===== src/rtl/cfgs_pkg.sv =====
// Shared types and constants of the configuration register bank.
// Assumes a 32-bit dword configuration space indexed by dword number.
package cfgs_pkg;

    // Identity and window description produced by the EEPROM loader
    typedef struct packed {
        logic [15:0] vendor;
        logic [15:0] device;
        logic [7:0]  rev;
        logic [23:0] class_code;
        logic        bar_io;
        logic [4:0]  bar_log2;
    } ident_t;

    localparam logic [15:0] IMG_MAGIC   = 16'hA55A;
    localparam logic [7:0]  EE_OP_READ  = 8'h03;
    localparam int          IMG_WORDS   = 3;
    localparam int          EE_CMD_BITS = 16;
    localparam int          EE_DAT_BITS = 32;

    // Dword indices whose position the host software relies on
    localparam int IDX_IDENT   = 0;
    localparam int IDX_CMDSTAT = 1;
    localparam int IDX_CLASS   = 2;
    localparam int IDX_BAR     = 4;

    localparam logic [15:0] CMD_WMASK = 16'h0007;
    localparam int          N_ERR     = 2;
    localparam int          ERR_POS [N_ERR] = '{11, 14};

    // Smallest legal window exponent for each window type
    localparam logic [4:0] MIN_LOG2_IO  = 5'd2;
    localparam logic [4:0] MIN_LOG2_MEM = 5'd4;

endpackage


===== src/rtl/cfgs_ee_loader.sv =====
// Reads the identity image from a serial EEPROM after reset.
// Three word-serial SPI mode-0 transfers (opcode, word address, 32 data bits).
// Assumes the EEPROM drives miso after the falling serial clock edge.
// Falls back to DEFAULTS when the image fails its validity checks.
module cfgs_ee_loader
    import cfgs_pkg::*;
#(
    parameter ident_t DEFAULTS = '0
) (
    input  logic   clk,
    input  logic   rst_n,
    output logic   ee_cs_n,
    output logic   ee_sck,
    output logic   ee_mosi,
    input  logic   ee_miso,
    output logic   ld_done,
    output ident_t ident
);

    localparam int XFER_BITS = EE_CMD_BITS + EE_DAT_BITS;
    localparam int CNT_W     = $clog2(XFER_BITS);
    localparam int WIDX_W    = $clog2(IMG_WORDS);

    typedef enum logic [2:0] {L_START, L_SHIFT, L_STORE, L_CHECK, L_DONE} ld_st_t;

    ld_st_t                 st;
    logic                   ph;
    logic [CNT_W-1:0]       bit_cnt;
    logic [WIDX_W-1:0]      widx;
    logic [EE_CMD_BITS-1:0] sh_out;
    logic [EE_DAT_BITS-1:0] sh_in;
    logic [31:0]            img [IMG_WORDS];
    logic                   img_ok;
    logic [4:0]             min_log2;

    // Serial data out is the MSB of the command shifter while selected
    assign ee_mosi = !ee_cs_n && sh_out[EE_CMD_BITS-1];

    // Validity rules of the loaded image
    always_comb begin
        min_log2 = img[0][7] ? MIN_LOG2_IO : MIN_LOG2_MEM;
        img_ok   = (img[0][31:16] == IMG_MAGIC) && (img[0][6:5] == 2'b00)
                 && (img[0][4:0] >= min_log2) && (img[2][7:0] == 8'h00);
    end

    // Transfer sequencer: chip select, clock phases, shifting and storing
    always_ff @(posedge clk) begin
        if (!rst_n) begin
            st      <= L_START;
            ph      <= 1'b0;
            bit_cnt <= '0;
            widx    <= '0;
            sh_out  <= '0;
            sh_in   <= '0;
            ee_cs_n <= 1'b1;
            ee_sck  <= 1'b0;
            ld_done <= 1'b0;
            ident   <= '0;
            for (int i = 0; i < IMG_WORDS; i++) img[i] <= '0;
        end else begin
            case (st)
                L_START: begin
                    ee_cs_n <= 1'b0;
                    ph      <= 1'b0;
                    bit_cnt <= '0;
                    sh_out  <= {EE_OP_READ, 8'(widx)};
                    st      <= L_SHIFT;
                end
                L_SHIFT: begin
                    if (!ph) begin
                        ee_sck <= 1'b1;
                        ph     <= 1'b1;
                    end else begin
                        ee_sck <= 1'b0;
                        ph     <= 1'b0;
                        sh_out <= {sh_out[EE_CMD_BITS-2:0], 1'b0};
                        if (bit_cnt >= CNT_W'(EE_CMD_BITS))
                            sh_in <= {sh_in[EE_DAT_BITS-2:0], ee_miso};
                        if (bit_cnt == CNT_W'(XFER_BITS - 1))
                            st <= L_STORE;
                        bit_cnt <= bit_cnt + 1'b1;
                    end
                end
                L_STORE: begin
                    ee_cs_n   <= 1'b1;
                    img[widx] <= sh_in;
                    if (widx == WIDX_W'(IMG_WORDS - 1)) begin
                        st <= L_CHECK;
                    end else begin
                        widx <= widx + 1'b1;
                        st   <= L_START;
                    end
                end
                L_CHECK: begin
                    if (img_ok) begin
                        ident.vendor     <= img[1][15:0];
                        ident.device     <= img[1][31:16];
                        ident.rev        <= img[0][15:8];
                        ident.class_code <= img[2][31:8];
                        ident.bar_io     <= img[0][7];
                        ident.bar_log2   <= img[0][4:0];
                    end else begin
                        ident <= DEFAULTS;
                    end
                    ld_done <= 1'b1;
                    st      <= L_DONE;
                end
                default: st <= L_DONE;
            endcase
        end
    end

endmodule


===== src/rtl/cfgs_regfile.sv =====
// Host-visible configuration registers: identity, command, status and BAR.
// Assumes one request per cycle at most; replies one cycle later.
// Refuses every request with a retry pulse until ld_done is set.
module cfgs_regfile
    import cfgs_pkg::*;
#(
    parameter int CFG_AW = 6
) (
    input  logic              clk,
    input  logic              rst_n,
    input  ident_t            ident,
    input  logic              ld_done,
    input  logic              cfg_req,
    input  logic              cfg_we,
    input  logic [CFG_AW-1:0] cfg_addr,
    input  logic [31:0]       cfg_wdata,
    input  logic [N_ERR-1:0]  core_err,
    output logic [31:0]       cfg_rdata,
    output logic              cfg_ack,
    output logic              cfg_retry,
    output logic [15:0]       cmd_q,
    output logic [15:0]       status_q,
    output logic [31:0]       bar_q,
    output logic [31:0]       bar_mask
);

    logic        wr_ok;
    logic [15:0] stat_set;
    logic [15:0] stat_clr;
    logic [15:0] stat_w1c;
    logic [31:0] rd_mux;

    assign wr_ok    = cfg_req && cfg_we && ld_done;
    assign bar_mask = ~((32'h1 << ident.bar_log2) - 32'h1);

    // Map core error pulses onto their sticky status bits
    always_comb begin
        stat_set = '0;
        stat_w1c = '0;
        for (int i = 0; i < N_ERR; i++) begin
            stat_set[ERR_POS[i]] = core_err[i];
            stat_w1c[ERR_POS[i]] = 1'b1;
        end
        stat_clr = (wr_ok && cfg_addr == CFG_AW'(IDX_CMDSTAT))
                 ? (cfg_wdata[31:16] & stat_w1c) : 16'h0;
    end

    // Read data selection by dword index
    always_comb begin
        case (cfg_addr)
            CFG_AW'(IDX_IDENT):   rd_mux = {ident.device, ident.vendor};
            CFG_AW'(IDX_CMDSTAT): rd_mux = {status_q, cmd_q};
            CFG_AW'(IDX_CLASS):   rd_mux = {ident.class_code, ident.rev};
            CFG_AW'(IDX_BAR):     rd_mux = bar_q | {31'h0, ident.bar_io};
            default:              rd_mux = 32'h0;
        endcase
    end

    // Register updates and the one-cycle request reply
    always_ff @(posedge clk) begin
        if (!rst_n) begin
            cmd_q     <= '0;
            status_q  <= '0;
            bar_q     <= '0;
            cfg_ack   <= 1'b0;
            cfg_retry <= 1'b0;
            cfg_rdata <= '0;
        end else begin
            status_q  <= (status_q & ~stat_clr) | stat_set;
            cfg_ack   <= cfg_req && ld_done;
            cfg_retry <= cfg_req && !ld_done;
            cfg_rdata <= (cfg_req && ld_done && !cfg_we) ? rd_mux : 32'h0;
            if (wr_ok && cfg_addr == CFG_AW'(IDX_CMDSTAT))
                cmd_q <= cfg_wdata[15:0] & CMD_WMASK;
            if (wr_ok && cfg_addr == CFG_AW'(IDX_BAR))
                bar_q <= cfg_wdata & bar_mask;
        end
    end

endmodule


===== src/rtl/cfgs_bar_decode.sv =====
// Window match and translation for the single BAR.
// Purely combinational; assumes bar_q holds no bits outside bar_mask.
module cfgs_bar_decode #(
    parameter int HA_W = 32
) (
    input  logic [HA_W-1:0] hst_addr,
    input  logic            hst_io,
    input  logic [HA_W-1:0] bar_q,
    input  logic [HA_W-1:0] bar_mask,
    input  logic            bar_io,
    input  logic            io_en,
    input  logic            mem_en,
    output logic            hit,
    output logic [HA_W-1:0] loc_off
);

    logic space_en;

    // Enable, type match and base compare, then offset extraction
    always_comb begin
        space_en = bar_io ? io_en : mem_en;
        hit      = space_en && (hst_io == bar_io)
                 && ((hst_addr & bar_mask) == bar_q);
        loc_off  = hst_addr & ~bar_mask;
    end

endmodule


===== src/rtl/cfg_space_bank.sv =====
// Configuration register bank: EEPROM preload, host register access and
// BAR window decode. Assumes a synchronous active-low reset that is held
// for at least one clock; the EEPROM is read once per reset.
module cfg_space_bank
    import cfgs_pkg::*;
#(
    parameter int          CFG_AW       = 6,
    parameter logic [15:0] DEF_VENDOR   = 16'hC0DE,
    parameter logic [15:0] DEF_DEVICE   = 16'h0100,
    parameter logic [7:0]  DEF_REV      = 8'h01,
    parameter logic [23:0] DEF_CLASS    = 24'hFF0000,
    parameter logic        DEF_BAR_IO   = 1'b0,
    parameter logic [4:0]  DEF_BAR_LOG2 = 5'd12
) (
    input  logic              clk,
    input  logic              rst_n,
    output logic              ee_cs_n,
    output logic              ee_sck,
    output logic              ee_mosi,
    input  logic              ee_miso,
    input  logic              cfg_req,
    input  logic              cfg_we,
    input  logic [CFG_AW-1:0] cfg_addr,
    input  logic [31:0]       cfg_wdata,
    output logic [31:0]       cfg_rdata,
    output logic              cfg_ack,
    output logic              cfg_retry,
    output logic              cfg_busy,
    input  logic [N_ERR-1:0]  core_err,
    input  logic [31:0]       hst_addr,
    input  logic              hst_io,
    output logic              hst_hit,
    output logic [31:0]       hst_loc_off
);

    localparam ident_t DEFAULTS = '{
        vendor: DEF_VENDOR, device: DEF_DEVICE, rev: DEF_REV,
        class_code: DEF_CLASS, bar_io: DEF_BAR_IO, bar_log2: DEF_BAR_LOG2
    };

    ident_t      ident;
    logic        ld_done;
    logic [15:0] cmd_q;
    logic [15:0] status_q;
    logic [31:0] bar_q;
    logic [31:0] bar_mask;

    assign cfg_busy = !ld_done;

    cfgs_ee_loader #(.DEFAULTS(DEFAULTS)) u_loader (
        .clk     (clk),
        .rst_n   (rst_n),
        .ee_cs_n (ee_cs_n),
        .ee_sck  (ee_sck),
        .ee_mosi (ee_mosi),
        .ee_miso (ee_miso),
        .ld_done (ld_done),
        .ident   (ident)
    );

    cfgs_regfile #(.CFG_AW(CFG_AW)) u_regs (
        .clk       (clk),
        .rst_n     (rst_n),
        .ident     (ident),
        .ld_done   (ld_done),
        .cfg_req   (cfg_req),
        .cfg_we    (cfg_we),
        .cfg_addr  (cfg_addr),
        .cfg_wdata (cfg_wdata),
        .core_err  (core_err),
        .cfg_rdata (cfg_rdata),
        .cfg_ack   (cfg_ack),
        .cfg_retry (cfg_retry),
        .cmd_q     (cmd_q),
        .status_q  (status_q),
        .bar_q     (bar_q),
        .bar_mask  (bar_mask)
    );

    cfgs_bar_decode #(.HA_W(32)) u_dec (
        .hst_addr (hst_addr),
        .hst_io   (hst_io),
        .bar_q    (bar_q),
        .bar_mask (bar_mask),
        .bar_io   (ident.bar_io),
        .io_en    (cmd_q[0]),
        .mem_en   (cmd_q[1]),
        .hit      (hst_hit),
        .loc_off  (hst_loc_off)
    );

endmodule


===== config.mk =====
export PLATFORM = sky130hd
export DESIGN_NAME = cfg_space_bank
export DESIGN_NICKNAME = d
export VERILOG_FILES = /design/src/rtl/cfgs_pkg.sv /design/src/rtl/cfgs_ee_loader.sv /design/src/rtl/cfgs_regfile.sv /design/src/rtl/cfgs_bar_decode.sv /design/src/rtl/cfg_space_bank.sv
export SDC_FILE = /design/constraint.sdc
export NUM_CORES = 1
export LEC_CHECK = 0
export ABC_AREA = 0
export BUFFER_PORTS_ARGS = -buffer_cell sky130_fd_sc_hd__buf_2
export CORE_ASPECT_RATIO = 0.75
export CORE_MARGIN = 3
export CORE_UTILIZATION = 35
export CTS_CLUSTER_SIZE = 10
export DETAILED_ROUTE_END_ITERATION = 16
export PLACE_DENSITY = 0.53
export REMOVE_ABC_BUFFERS = 1
export SYNTH_ARGS = -nofsm -noshare
export SYNTH_HDL_FRONTEND = slang
export SYNTH_HIERARCHICAL = 1
export SYNTH_SLANG_ARGS = --single-unit

===== constraint.sdc =====
create_clock -name clk -period 3.5 [get_ports clk]
set_clock_uncertainty 0.15 [all_clocks]
set_input_delay 0.525 -clock clk [delete_from_list [all_inputs] [get_ports clk]]
set_output_delay 0.525 -clock clk [all_outputs]
set_load 0.02 [all_outputs]

==> PnR_summary.wiki <==
{| class="wikitable"
! Metric !! Value
|-
| Number of antenna violations at the first check in global routing || 2
|-
| Fin worst setup slack || -385 ps
|-
| Number of H-tree levels || 2
|-
| Tcrit/Tclk final || 111%
|-
| Peak VDD IR || 269 uV
|-
| Die height || around 170 um
|-
| WL/cell || about 20 um
|-
| DRC violation total after the first TritonRoute iteration || 952
|-
| Setup-violating endpoint count in the final report || 1
|-
| I/O pin cnt || 149
|-
| Detailed-placement wirelength estimate || 25400 um
|-
| Largest net degree at the start of global routing || 72
|-
| Crit path max-delay cell type || sky130_fd_sc_hd__or4_1
|-
| Final design utilization || 42.5%
|-
| Number of cells after detailed placement || 1893
|-
| Total negative setup slack || -385 ps
|-
| Number of antenna repair diodes || 0
|-
| YS warnings || 6
|-
| Total gr overflow || 0
|-
| Area of the core || about 36000 sq um
|-
| Clock tree root buffer cell || sky130_fd_sc_hd__clkbuf_16
|-
| Final hold violations || 0
|-
| Insertion delay of the later-clocked pin in the worst-skew pair || 520 ps
|-
| Crit end category || output pin
|-
| Cell chain of the critical path || nor3_4 > nand3b_1 > ha_2 > buf_4 > and3_2 > a21oi_2 > nand2_2 > xnor2_1 > or4_1 > nor4_2 > buf_4
|-
| Port Buffers || 147
|-
| DR vias || 10300
|-
| Wire length of the first global-routing pass || 59100 um
|-
| CP required || ~2800 ps
|-
| NumNets Final || 1524
|-
| Data arrival time of the critical path || around 3200 ps
|-
| Worst Path Max Fanout || 16
|-
| Detailed-route wire length || 38500 um
|-
| Setup WS pre-CTS || -168 ps
|-
| Maximum cell stage delay along the critical path || 540 ps
|-
| Number of buffers added by the clock tree synthesis step || 36
|-
| Number of maximum-capacitance constraint violations || 0
|-
| Crit-path most repeated cell || sky130_fd_sc_hd__buf_4
|-
| Number of cells produced by synthesis || 1312
|-
| Startpoint type of the worst setup path || flop
|-
| Number of core rows || 60
|-
| Power density relative to cell area || 475 nW/um^2
|-
| Leakage power total || 5.60 nW
|-
| CTS tree || yes
|-
| Hold crit path type || primary input to flop
|-
| Synthesized area || 12900 sq um
|-
| Run status || complete, but fails checks
|-
| Fillers || around 3500
|-
| Antenna-violating nets left || 0
|-
| Post-DR vias/cell || 5.26
|-
| Post-Synthesis Mean Instance Area || ~10 sq um
|-
| Cell Count, Final, Fillers Out || between 1500 and 2000
|-
| Global placement routability congestion || 0.876
|-
| Share of post-route cells with drive strength above 1 || 19.0%
|-
| Sink Count || 300
|-
| Violated checks || negative setup slack
|-
| Actual transition at the worst max-transition pin || 799 ps
|-
| Slew Limit Headroom || about 47%
|-
| X dimension of the die || approximately 230 um
|-
| Die area || approximately 40000 sq um
|-
| Number of pins with negative max-slew slack in the final report || 0
|-
| Critical path start-end classification || flop to output pin
|-
| Clock slew at reported path FFs || 60 ps
|-
| Deepest clock path buffer count || 3
|-
| Unrepaired setup endpoints after global routing || yes
|-
| Initial Utilization || a little over a third
|-
| Growth of design area from synthesis to finish || 18.7%
|-
| GR Util All Layers || around a fifth
|-
| Hold buffer count at cts || 0
|-
| Min cycle time layout || about 3900 ps
|-
| Via count of the first global-routing pass || roughly 9700
|-
| Highest achievable clock rate || 257 MHz
|-
| Count of TritonRoute iterations in the first routing pass || 5
|-
| DRC viols || 0
|}
## per-stage QoR
step	power, mW	hold slack (ps)	area (sq um)
CTS	7.38	81.7	15200
floorplan	3.83	270	12400
global placement	3.99	290	14200
finish	7.29	101	15300
global route	7.54	95.9	15300
detailed placement	3.99	283	14200
## layout make-up
| class | instances | area [sq um] | share of cell area (%) |
|---|---|---|---|
| clock buffer | 57 | 1010 | 6.59 |
| timing repair buffer | 198 | 1160 | 7.53 |
| inverter | 13 | 48.8 | 0.318 |
| sequential | 300 | 6970 | 45.4 |
| tap | 496 | 621 | 4.04 |
| multi-input combinational | 890 | 5510 | 35.9 |
| clock inverter | 3 | 25.0 | 0.163 |
## worst max-delay path: cells and delay by family (launching register included)
kind	cells	cell delay, ps
buffers and inverters	2	390
and+or+nand+nor	6	1510
adders and majority gates	1	190
xor gates and xnor gates	1	120
DFF	1	330
AOI/OAI and AO/OA	1	160
## timing repair
action,in CTS,in global routing
buffers inserted,2,2
gates resized for setup,9,19
hold endpoints to repair,0,0
pin swaps,12,12
setup endpoints to repair,2,1
## cell usage in the layout (no fill, tap or decap), drive strengths merged, types with 9 or more instances in the layout
master	count
nor2b	59
edfxtp	96
clkbuf	57
nor2	68
buf	198
nor4	9
and3	21
xnor2	32
a22oi	24
o21ai	38
nand3	126
nand2	138
a21oi	38
a21boi	51
a222oi	27
nor3	12
o31ai	53
and2	99
inv	15
dfxtp	204
a32o	12
## report_power, final
part	leakage [nW]	switching, mW	internal [mW]
registers	2.64	0.0204	3.63
clock network	0.495	1.40	1.97
logic	2.47	0.166	0.0968
total	5.60	1.59	5.70
## sequential cells by signal, indices dropped and copies added, names as in the netlist, 2 cells and up
name	cells
u_regs/cmd_q	3
u_regs/cfg_rdata	32
u_loader/bit_cnt	6
u_loader/sh_out	16
u_loader/img	96
u_loader/widx	2
u_regs/status_q	2
u_loader/sh_in	32
u_loader/st	3
u_regs/bar_q	32
u_loader/ident	70
## metal layers
metal	routed length, um	vias to the layer above	GRT usage (%)
li1	-	4942	-
met5	32	-	0
met2	16100	345	28.4
met1	18800	4942	27.7
met3	2870	61	4.51
met4	775	6	4.83
## worst paths after layout
check	from	endpoint	cells past startpoint	slack (ps)
min	cfg_wdata[30]	u_regs/status_q[14]	2	100
max	u_loader/ident[4]	hst_hit	11	-380
min reg2reg	u_loader/sh_out[7]	u_loader/sh_out[8]	2	310
max reg2reg	u_loader/img[0][7]	u_loader/ident[14]	6	980
Note: power is estimated with default switching activity, not from simulation.
